**src/rtl/hid_pkg.sv**
```systemverilog
package hid_pkg;
  localparam int unsigned ID_W   = 10;
  localparam int unsigned PRIO_W = 8;
  localparam int unsigned HART_LSB = 18;
  localparam logic [15:0] TGT_BASE  = 16'h3004;
  localparam logic [15:0] HART_BASE = 16'h4000;
  localparam int unsigned HART_STRIDE_LG = 5;
  localparam logic [4:0] OFF_DELIV = 5'h00;
  localparam logic [4:0] OFF_FORCE = 5'h04;
  localparam logic [4:0] OFF_THR   = 5'h08;
  localparam logic [4:0] OFF_TOP   = 5'h18;
  localparam logic [4:0] OFF_CLAIM = 5'h1C;

  function automatic logic [31:0] pack_top(input logic [ID_W-1:0] id,
                                           input logic [PRIO_W-1:0] prio);
    pack_top = {6'd0, id, 8'd0, prio};
  endfunction
endpackage

```
**src/rtl/hid_rst_sync.sv**
```systemverilog
module hid_rst_sync (
  input  logic clk,
  input  logic rst_n,
  output logic rst_sync_n
);
  logic [1:0] stage_q;

  always_ff @(posedge clk or negedge rst_n) begin
    if (!rst_n) stage_q <= 2'b00;
    else        stage_q <= {stage_q[0], 1'b1};
  end

  assign rst_sync_n = stage_q[1];
endmodule

```
**src/rtl/hid_pending.sv**
```systemverilog
module hid_pending #(
  parameter int unsigned NSRC = 8
) (
  input  logic            clk,
  input  logic            rst_n,
  input  logic [NSRC-1:0] set_i,
  input  logic [NSRC-1:0] clr_i,
  output logic [NSRC-1:0] pend_o
);
  logic [NSRC-1:0] pend_q, pend_d;

  always_comb begin
    pend_d = (pend_q & ~clr_i) | set_i;
  end

  always_ff @(posedge clk or negedge rst_n) begin
    if (!rst_n) pend_q <= '0;
    else        pend_q <= pend_d;
  end

  assign pend_o = pend_q;

  // a claim clears exactly the claimed source unless a set coincides
  a_r6_claim_clears: assert property (@(posedge clk) disable iff (!rst_n)
    ((clr_i & ~set_i) != '0) |=> ((pend_q & $past(clr_i & ~set_i)) == '0));

  // one bus access per cycle, so at most one source is cleared
  a_r6_single_clear: assert property (@(posedge clk) disable iff (!rst_n)
    $onehot0(clr_i));
endmodule

```
**src/rtl/hid_hart_ctl.sv**
```systemverilog
module hid_hart_ctl
  import hid_pkg::*;
#(
  parameter int unsigned NSRC     = 8,
  parameter int unsigned HART_W   = 1,
  parameter int unsigned HART_IDX = 0
) (
  input  logic                         clk,
  input  logic                         rst_n,
  input  logic [NSRC-1:0]              live_i,
  input  logic [NSRC-1:0][PRIO_W-1:0]  tgt_prio_i,
  input  logic [NSRC-1:0][HART_W-1:0]  tgt_hart_i,
  input  logic                         wr_deliv_i,
  input  logic                         wr_force_i,
  input  logic                         wr_thr_i,
  input  logic [PRIO_W-1:0]            wdata_i,
  input  logic                         claim_i,
  output logic                         deliv_o,
  output logic                         force_o,
  output logic [PRIO_W-1:0]            thr_o,
  output logic [31:0]                  top_o,
  output logic [NSRC-1:0]              clr_o,
  output logic                         irq_o
);
  logic              deliv_q, deliv_d;
  logic              force_q, force_d;
  logic [PRIO_W-1:0] thr_q, thr_d;
  logic [ID_W-1:0]   best_id;
  logic [PRIO_W-1:0] best_prio;
  logic [NSRC-1:0]   best_oh;

  // winner selection: strict less keeps the lowest source on ties
  always_comb begin
    logic [PRIO_W-1:0] eff;
    logic              ok;
    best_id   = '0;
    best_prio = '0;
    best_oh   = '0;
    for (int i = 0; i < NSRC; i++) begin
      eff = (tgt_prio_i[i] == '0) ? PRIO_W'(1) : tgt_prio_i[i];
      ok  = live_i[i] && (tgt_hart_i[i] == HART_W'(HART_IDX)) &&
            ((thr_q == '0) || (eff < thr_q));
      if (ok && ((best_id == '0) || (eff < best_prio))) begin
        best_id   = ID_W'(i + 1);
        best_prio = eff;
        best_oh   = NSRC'(1) << i;
      end
    end
  end

  always_comb begin
    deliv_d = wr_deliv_i ? wdata_i[0] : deliv_q;
    thr_d   = wr_thr_i   ? wdata_i    : thr_q;
    if (wr_force_i)                        force_d = wdata_i[0];
    else if (claim_i && best_id == '0)     force_d = 1'b0;
    else                                   force_d = force_q;
  end

  always_ff @(posedge clk or negedge rst_n) begin
    if (!rst_n) begin
      deliv_q <= 1'b0;
      force_q <= 1'b0;
      thr_q   <= '0;
    end else begin
      deliv_q <= deliv_d;
      force_q <= force_d;
      thr_q   <= thr_d;
    end
  end

  assign clr_o   = claim_i ? best_oh : '0;
  assign top_o   = pack_top(best_id, best_prio);
  assign irq_o   = deliv_q && ((best_id != '0) || force_q);
  assign deliv_o = deliv_q;
  assign force_o = force_q;
  assign thr_o   = thr_q;

  // a reported winner always passes the threshold
  a_r4_thresh_respected: assert property (@(posedge clk) disable iff (!rst_n)
    ((thr_q != '0) && (top_o[25:16] != '0)) |-> (top_o[7:0] < thr_q));

  // a reported winner never carries priority 0
  a_r3_prio_nonzero: assert property (@(posedge clk) disable iff (!rst_n)
    (top_o[25:16] != '0) |-> (top_o[7:0] != '0));
endmodule

```
**src/rtl/hart_irq_deliver.sv**
```systemverilog
module hart_irq_deliver
  import hid_pkg::*;
#(
  parameter int unsigned NSRC  = 8,
  parameter int unsigned NHART = 2
) (
  input  logic             clk,
  input  logic             rst_n,
  input  logic [NSRC-1:0]  src_en,
  input  logic [NSRC-1:0]  src_pend_set,
  input  logic             bus_req,
  input  logic             bus_we,
  input  logic [15:0]      bus_addr,
  input  logic [31:0]      bus_wdata,
  output logic             bus_rvalid,
  output logic [31:0]      bus_rdata,
  output logic [NHART-1:0] hart_irq
);
  localparam int unsigned HART_W = (NHART > 1) ? $clog2(NHART) : 1;
  localparam logic [15:0] TGT_END  = TGT_BASE + 16'(4 * NSRC);
  localparam logic [15:0] HART_END = HART_BASE + 16'(32 * NHART);

  logic rst_s;
  hid_rst_sync u_rst (.clk(clk), .rst_n(rst_n), .rst_sync_n(rst_s));

  // address decode
  logic        is_tgt, is_hart;
  logic [15:0] tgt_off, hart_off;
  logic [15:0] tgt_idx, hart_sel;
  logic [4:0]  reg_off;
  logic        do_wr, do_rd;

  always_comb begin
    tgt_off  = bus_addr - TGT_BASE;
    hart_off = bus_addr - HART_BASE;
    is_tgt   = (bus_addr >= TGT_BASE) && (bus_addr < TGT_END) && (bus_addr[1:0] == 2'b00);
    is_hart  = (bus_addr >= HART_BASE) && (bus_addr < HART_END);
    tgt_idx  = tgt_off >> 2;
    hart_sel = hart_off >> HART_STRIDE_LG;
    reg_off  = hart_off[4:0];
    do_wr    = bus_req && bus_we;
    do_rd    = bus_req && !bus_we;
  end

  // source target words
  logic [NSRC-1:0][PRIO_W-1:0] tgt_prio_q;
  logic [NSRC-1:0][HART_W-1:0] tgt_hart_q;

  for (genvar s = 0; s < NSRC; s++) begin : g_tgt
    logic wr_s;
    assign wr_s = do_wr && is_tgt && (tgt_idx == 16'(s));
    always_ff @(posedge clk or negedge rst_s) begin
      if (!rst_s) begin
        tgt_prio_q[s] <= '0;
        tgt_hart_q[s] <= '0;
      end else if (wr_s) begin
        tgt_prio_q[s] <= bus_wdata[PRIO_W-1:0];
        tgt_hart_q[s] <= bus_wdata[HART_LSB +: HART_W];
      end
    end
  end

  // pending state
  logic [NSRC-1:0] pend, clr_any;
  logic [NSRC-1:0] clr_h [NHART];

  always_comb begin
    clr_any = '0;
    for (int h = 0; h < NHART; h++) clr_any |= clr_h[h];
  end

  hid_pending #(.NSRC(NSRC)) u_pend (
    .clk(clk), .rst_n(rst_s), .set_i(src_pend_set), .clr_i(clr_any), .pend_o(pend)
  );

  // per-hart control
  logic [NHART-1:0]  deliv_v, force_v;
  logic [PRIO_W-1:0] thr_v [NHART];
  logic [31:0]       top_v [NHART];

  for (genvar h = 0; h < NHART; h++) begin : g_hart
    logic sel_h;
    assign sel_h = is_hart && (hart_sel == 16'(h));
    hid_hart_ctl #(.NSRC(NSRC), .HART_W(HART_W), .HART_IDX(h)) u_ctl (
      .clk(clk), .rst_n(rst_s),
      .live_i(pend & src_en),
      .tgt_prio_i(tgt_prio_q), .tgt_hart_i(tgt_hart_q),
      .wr_deliv_i(do_wr && sel_h && reg_off == OFF_DELIV),
      .wr_force_i(do_wr && sel_h && reg_off == OFF_FORCE),
      .wr_thr_i(do_wr && sel_h && reg_off == OFF_THR),
      .wdata_i(bus_wdata[PRIO_W-1:0]),
      .claim_i(do_rd && sel_h && reg_off == OFF_CLAIM),
      .deliv_o(deliv_v[h]), .force_o(force_v[h]), .thr_o(thr_v[h]),
      .top_o(top_v[h]), .clr_o(clr_h[h]), .irq_o(hart_irq[h])
    );
  end

  // read path
  logic [31:0] rd_d, rdata_q;
  logic        rvalid_q;

  always_comb begin
    rd_d = '0;
    if (is_tgt) begin
      for (int s = 0; s < NSRC; s++) begin
        if (tgt_idx == 16'(s)) begin
          rd_d[PRIO_W-1:0]          = tgt_prio_q[s];
          rd_d[HART_LSB +: HART_W]  = tgt_hart_q[s];
        end
      end
    end else if (is_hart) begin
      for (int h = 0; h < NHART; h++) begin
        if (hart_sel == 16'(h)) begin
          case (reg_off)
            OFF_DELIV: rd_d = {31'd0, deliv_v[h]};
            OFF_FORCE: rd_d = {31'd0, force_v[h]};
            OFF_THR:   rd_d = {24'd0, thr_v[h]};
            OFF_TOP,
            OFF_CLAIM: rd_d = top_v[h];
            default:   rd_d = '0;
          endcase
        end
      end
    end
  end

  always_ff @(posedge clk or negedge rst_s) begin
    if (!rst_s) begin
      rvalid_q <= 1'b0;
      rdata_q  <= '0;
    end else begin
      rvalid_q <= do_rd;
      if (do_rd) rdata_q <= rd_d;
    end
  end

  assign bus_rvalid = rvalid_q;
  assign bus_rdata  = rdata_q;

  // a read request is answered in the next cycle
  a_r10_read_resp: assert property (@(posedge clk) disable iff (!rst_s)
    (bus_req && !bus_we) |=> bus_rvalid);

  // no response without a read request
  a_r10_no_spurious: assert property (@(posedge clk) disable iff (!rst_s)
    !(bus_req && !bus_we) |=> !bus_rvalid);
endmodule

```
**config.mk**
```make
export PLATFORM = sky130hd
export DESIGN_NAME = hart_irq_deliver
export DESIGN_NICKNAME = d
export VERILOG_FILES = /design/src/rtl/hid_pkg.sv /design/src/rtl/hid_rst_sync.sv /design/src/rtl/hid_pending.sv /design/src/rtl/hid_hart_ctl.sv /design/src/rtl/hart_irq_deliver.sv
export SDC_FILE = /design/constraint.sdc
export NUM_CORES = 1
export LEC_CHECK = 0
export ABC_CLOCK_PERIOD_IN_PS = 8050
export BUFFER_PORTS_ARGS = -buffer_cell sky130_fd_sc_hd__buf_4
export CORE_AREA = 4 4 204 206
export CTS_CLUSTER_DIAMETER = 120
export DETAILED_ROUTE_END_ITERATION = 10
export DIE_AREA = 0 0 208 210
export SETUP_SLACK_MARGIN = 0.2
export SLEW_MARGIN = 15
export SYNTH_ARGS = -nofsm -noshare
export SYNTH_HDL_FRONTEND = slang
export SYNTH_SLANG_ARGS = --single-unit
```
**constraint.sdc**
```tcl
create_clock -name clk -period 8.05 [get_ports clk]
set_input_delay 2.0125 -clock clk [delete_from_list [all_inputs] [get_ports clk]]
set_output_delay 2.0125 -clock clk [all_outputs]
set_load 0.01 [all_outputs]
```
==> impl_metrics.env <==
export IMPL_synth_edff_count=0
export IMPL_start_kind="input pin"
export IMPL_ys_ff_latch=115
export IMPL_clock_path_buffers=2
export IMPL_fillers=3718
export IMPL_yosysSeqAreaShare_pct=20.9
export IMPL_netlist_top_cells_count="ha_1 (210), nand2_1 (125), dfrtp_1 (115)"
export IMPL_vias=15600
export IMPL_fin_util_pct=50.6
export IMPL_crit_slowest_cell="o31ai_4"
export IMPL_setup_violations=22
export IMPL_rrSetupSlack_ps=-6050
export IMPL_synth_most_common_cell="ha_1"
export IMPL_yosysUniqueCellTypes=94
export IMPL_totalPowerFinal_mw=1.56
export IMPL_nNetsFinal=2374
export IMPL_die_h_um=210
export IMPL_synth_async_reset_ratio_pct=100
export IMPL_synth_top_area_cell="dfrtp_1"
export IMPL_crit_required_ps=8370
export IMPL_grt_max_degree=66
export IMPL_fp_coreArea_um2=39600
export IMPL_first_iter_violations=1291
export IMPL_fin_cells=2634
export IMPL_syn_area_per_cell_um2=8.49
export IMPL_synthToLayoutAreaGrowth_pct=45.8
export IMPL_rsz0062_at_grt="true"
export IMPL_maxCapViolCount=0
export IMPL_violations="negative setup slack"
export IMPL_die_area_um2=43700
export IMPL_synth_area_leaders="dfrtp_1 (21%), ha_1 (19%), mux2_2 (8.0%)"
export IMPL_ir_drop_uv=138
export IMPL_numCtsBuffers=17
export IMPL_cts_root_buf="clkbuf_16"
export IMPL_wl_per_cell_um=24.2
export IMPL_yosysWarningCount=0
export IMPL_gp_congestion=0.970
export IMPL_end_kind="register"
export IMPL_syn_inst=1620
export IMPL_cpMostUsedCell="ha_4"
export IMPL_post_route_drc_count=0
export IMPL_synth_top_area_share_pct=20.9
export IMPL_hold_viol=0
export IMPL_period_minus_slack_ps=14550
export IMPL_final_antenna_net_count=0
export IMPL_port_buffers=59
export IMPL_holdPathStages=0
export IMPL_powerDensity_nw_per_um2=77.5
export IMPL_grt_pass1_vias=15300
export IMPL_grt_util_all_layers_pct=27.8
export IMPL_rr_endpoint="g_hart[0].u_ctl.force_o"
export IMPL_ctsHoldBuffers=0
export IMPL_min_period_over_period_pct=181
export IMPL_startpoint="src_en[0]"
export IMPL_placementRows=73
export IMPL_grt_ovfl_total=0
export IMPL_clkTransAtPathRegs_ps=60
export IMPL_htree_levels=4
export IMPL_cp_endpoint="g_hart[0].u_ctl.force_o"
export IMPL_grt_pass1_wl_um=93000
export IMPL_timing_rr_start="tgt_prio_q[5]"
export IMPL_post_dp_hpwl_um=49000
export IMPL_dr_pass1_iters=6
export IMPL_r2r_cells=74
export IMPL_tightest_slew_ps=1150
export IMPL_routed_wl_um=63800
export IMPL_power_leakage_nw=9.71
export IMPL_worstPathArrival_ps=14870
export IMPL_worstHoldPathType="register to register"
export IMPL_criticalPathCategory="input pin to register"
export IMPL_cpPeakStageDelay_ps=530
export IMPL_crit_fanout=8
export IMPL_ios=103
export IMPL_slew_headroom_pct=22.4
export IMPL_status="finished with violations"
export IMPL_dpl_cell_count=2530
export IMPL_syn_area_um2=13800
export IMPL_antenna_found_initial=0
export IMPL_max_freq_mhz=68.7
export IMPL_skew_ps=11.4
export IMPL_ys_flop_type="dfrtp_1"
export IMPL_clock_latency_ps=430
export IMPL_cts_sinks=115
export IMPL_slew_violations=0
export IMPL_setup_ws_ps=-6500
export IMPL_antenna_cells=0
export IMPL_layout_drive_gt1_share_pct=41.5
export IMPL_cts_tree="done"
export IMPL_die_w_um=208
export IMPL_viasPerCell=5.91
export IMPL_initial_utilization_pct=34.7
through the flow:
stage          hold WS (ps)  TNS, ps  setup WS, ps  instance area, um^2
2_1_floorplan           331  -126050         -5800                14400
6_report                355  -140810         -6500                20100
3_5_place_dp            340  -170850         -7900                18100
4_1_cts                 358  -138560         -6370                19300
5_1_grt                 380  -152330         -7030                20100
3_3_place_gp            338  -168880         -7820                18100
routing by layer:
layer	share of wire, %	vias to the layer above	routed length (um)	GRT usage [%]
met5	0	-	0	0
met1	41	7450	26100	36.6
met3	9.1	248	5840	5.51
met2	43	875	27700	43.9
met4	6.5	0	4120	13.5
li1	-	7006	-	-
how the worst min path moves through the flow:
stage,startpoint,end,slack [ps]
after floorplan,u_rst.stage_q[0],u_rst.stage_q[1],330
after global placement,u_rst.stage_q[0],u_rst.stage_q[1],340
after detailed placement,u_rst.stage_q[0],u_rst.stage_q[1],340
after CTS,u_rst.stage_q[0],u_rst.stage_q[1],360
after global routing,u_rst.stage_q[0],u_rst.stage_q[1],380
final,u_rst.stage_q[0],u_rst.stage_q[1],350
flip-flops by register name, summed over array words and instances (netlist names):
name / cells
bus_rvalid: 1
g_hart.u_ctl.force_o: 2
u_pend.pend_o: 8
g_hart.u_ctl.thr_o: 16
g_hart.u_ctl.deliv_o: 2
bus_rdata: 12
tgt_hart_q: 8
tgt_prio_q: 64
u_rst.stage_q: 2
layout by cell type (no fill, tap or decap), types with 27 or more instances in the layout:
| cell | instances |
|---|---|
| a21o_1 | 49 |
| a21oi_1 | 66 |
| a22oi_1 | 27 |
| buf_4 | 536 |
| dfrtp_1 | 114 |
| ha_1 | 184 |
| inv_1 | 94 |
| mux2_2 | 83 |
| nand2_1 | 113 |
| nand2b_1 | 29 |
| nand3_1 | 44 |
| nand4_1 | 33 |
| nor2_1 | 69 |
| nor3_1 | 27 |
| o21ai_0 | 70 |
kinds of logic after synthesis:
kind of cell | Yosys count | synth area share [%]
other cells | 2 | 0.0546
fa+ha+maj | 210 | 19.1
compound gates | 478 | 24.9
xor+xnor | 2 | 0.127
simple gates | 458 | 17.1
flops | 115 | 20.9
mux | 139 | 11.0
buf+inv | 216 | 6.74
timing repair:
action / in CTS / in global routing
gates cloned: 3 / 1
endpoints found under the setup margin: 22 / 22
pin swaps: 54 / 49
buffers inserted: 40 / 28
gates resized for setup: 59 / 93
worst max-delay path: cells and delay by family:
family / cells / cell delay [ps]
adder cells (fa/ha/maj): 7 / 1850
AND/OR/NAND/NOR: 21 / 2740
multiplexers: 6 / 1840
AO/OA/AOI/OAI: 28 / 4920
buffers and inverters: 11 / 1470
layout make-up:
| class | count | area [um^2] | area share (%) |
|---|---|---|---|
| multi-input cells | 1311 | 11300 | 56.1 |
| well taps | 525 | 657 | 3.27 |
| clock buffers | 19 | 443 | 2.21 |
| clock inverters | 13 | 181 | 0.904 |
| repair buffers | 554 | 4290 | 21.4 |
| inverters | 97 | 367 | 1.83 |
| flip-flops and latches | 115 | 2880 | 14.4 |
power by group:
part | leakage (nW) | switching [mW] | internal, mW
Clock | 0.304 | 0.301 | 0.526
Sequential | 1.52 | 0.00769 | 0.581
Combinational | 7.89 | 0.0837 | 0.0562
Power figures use the tool's default switching activity.
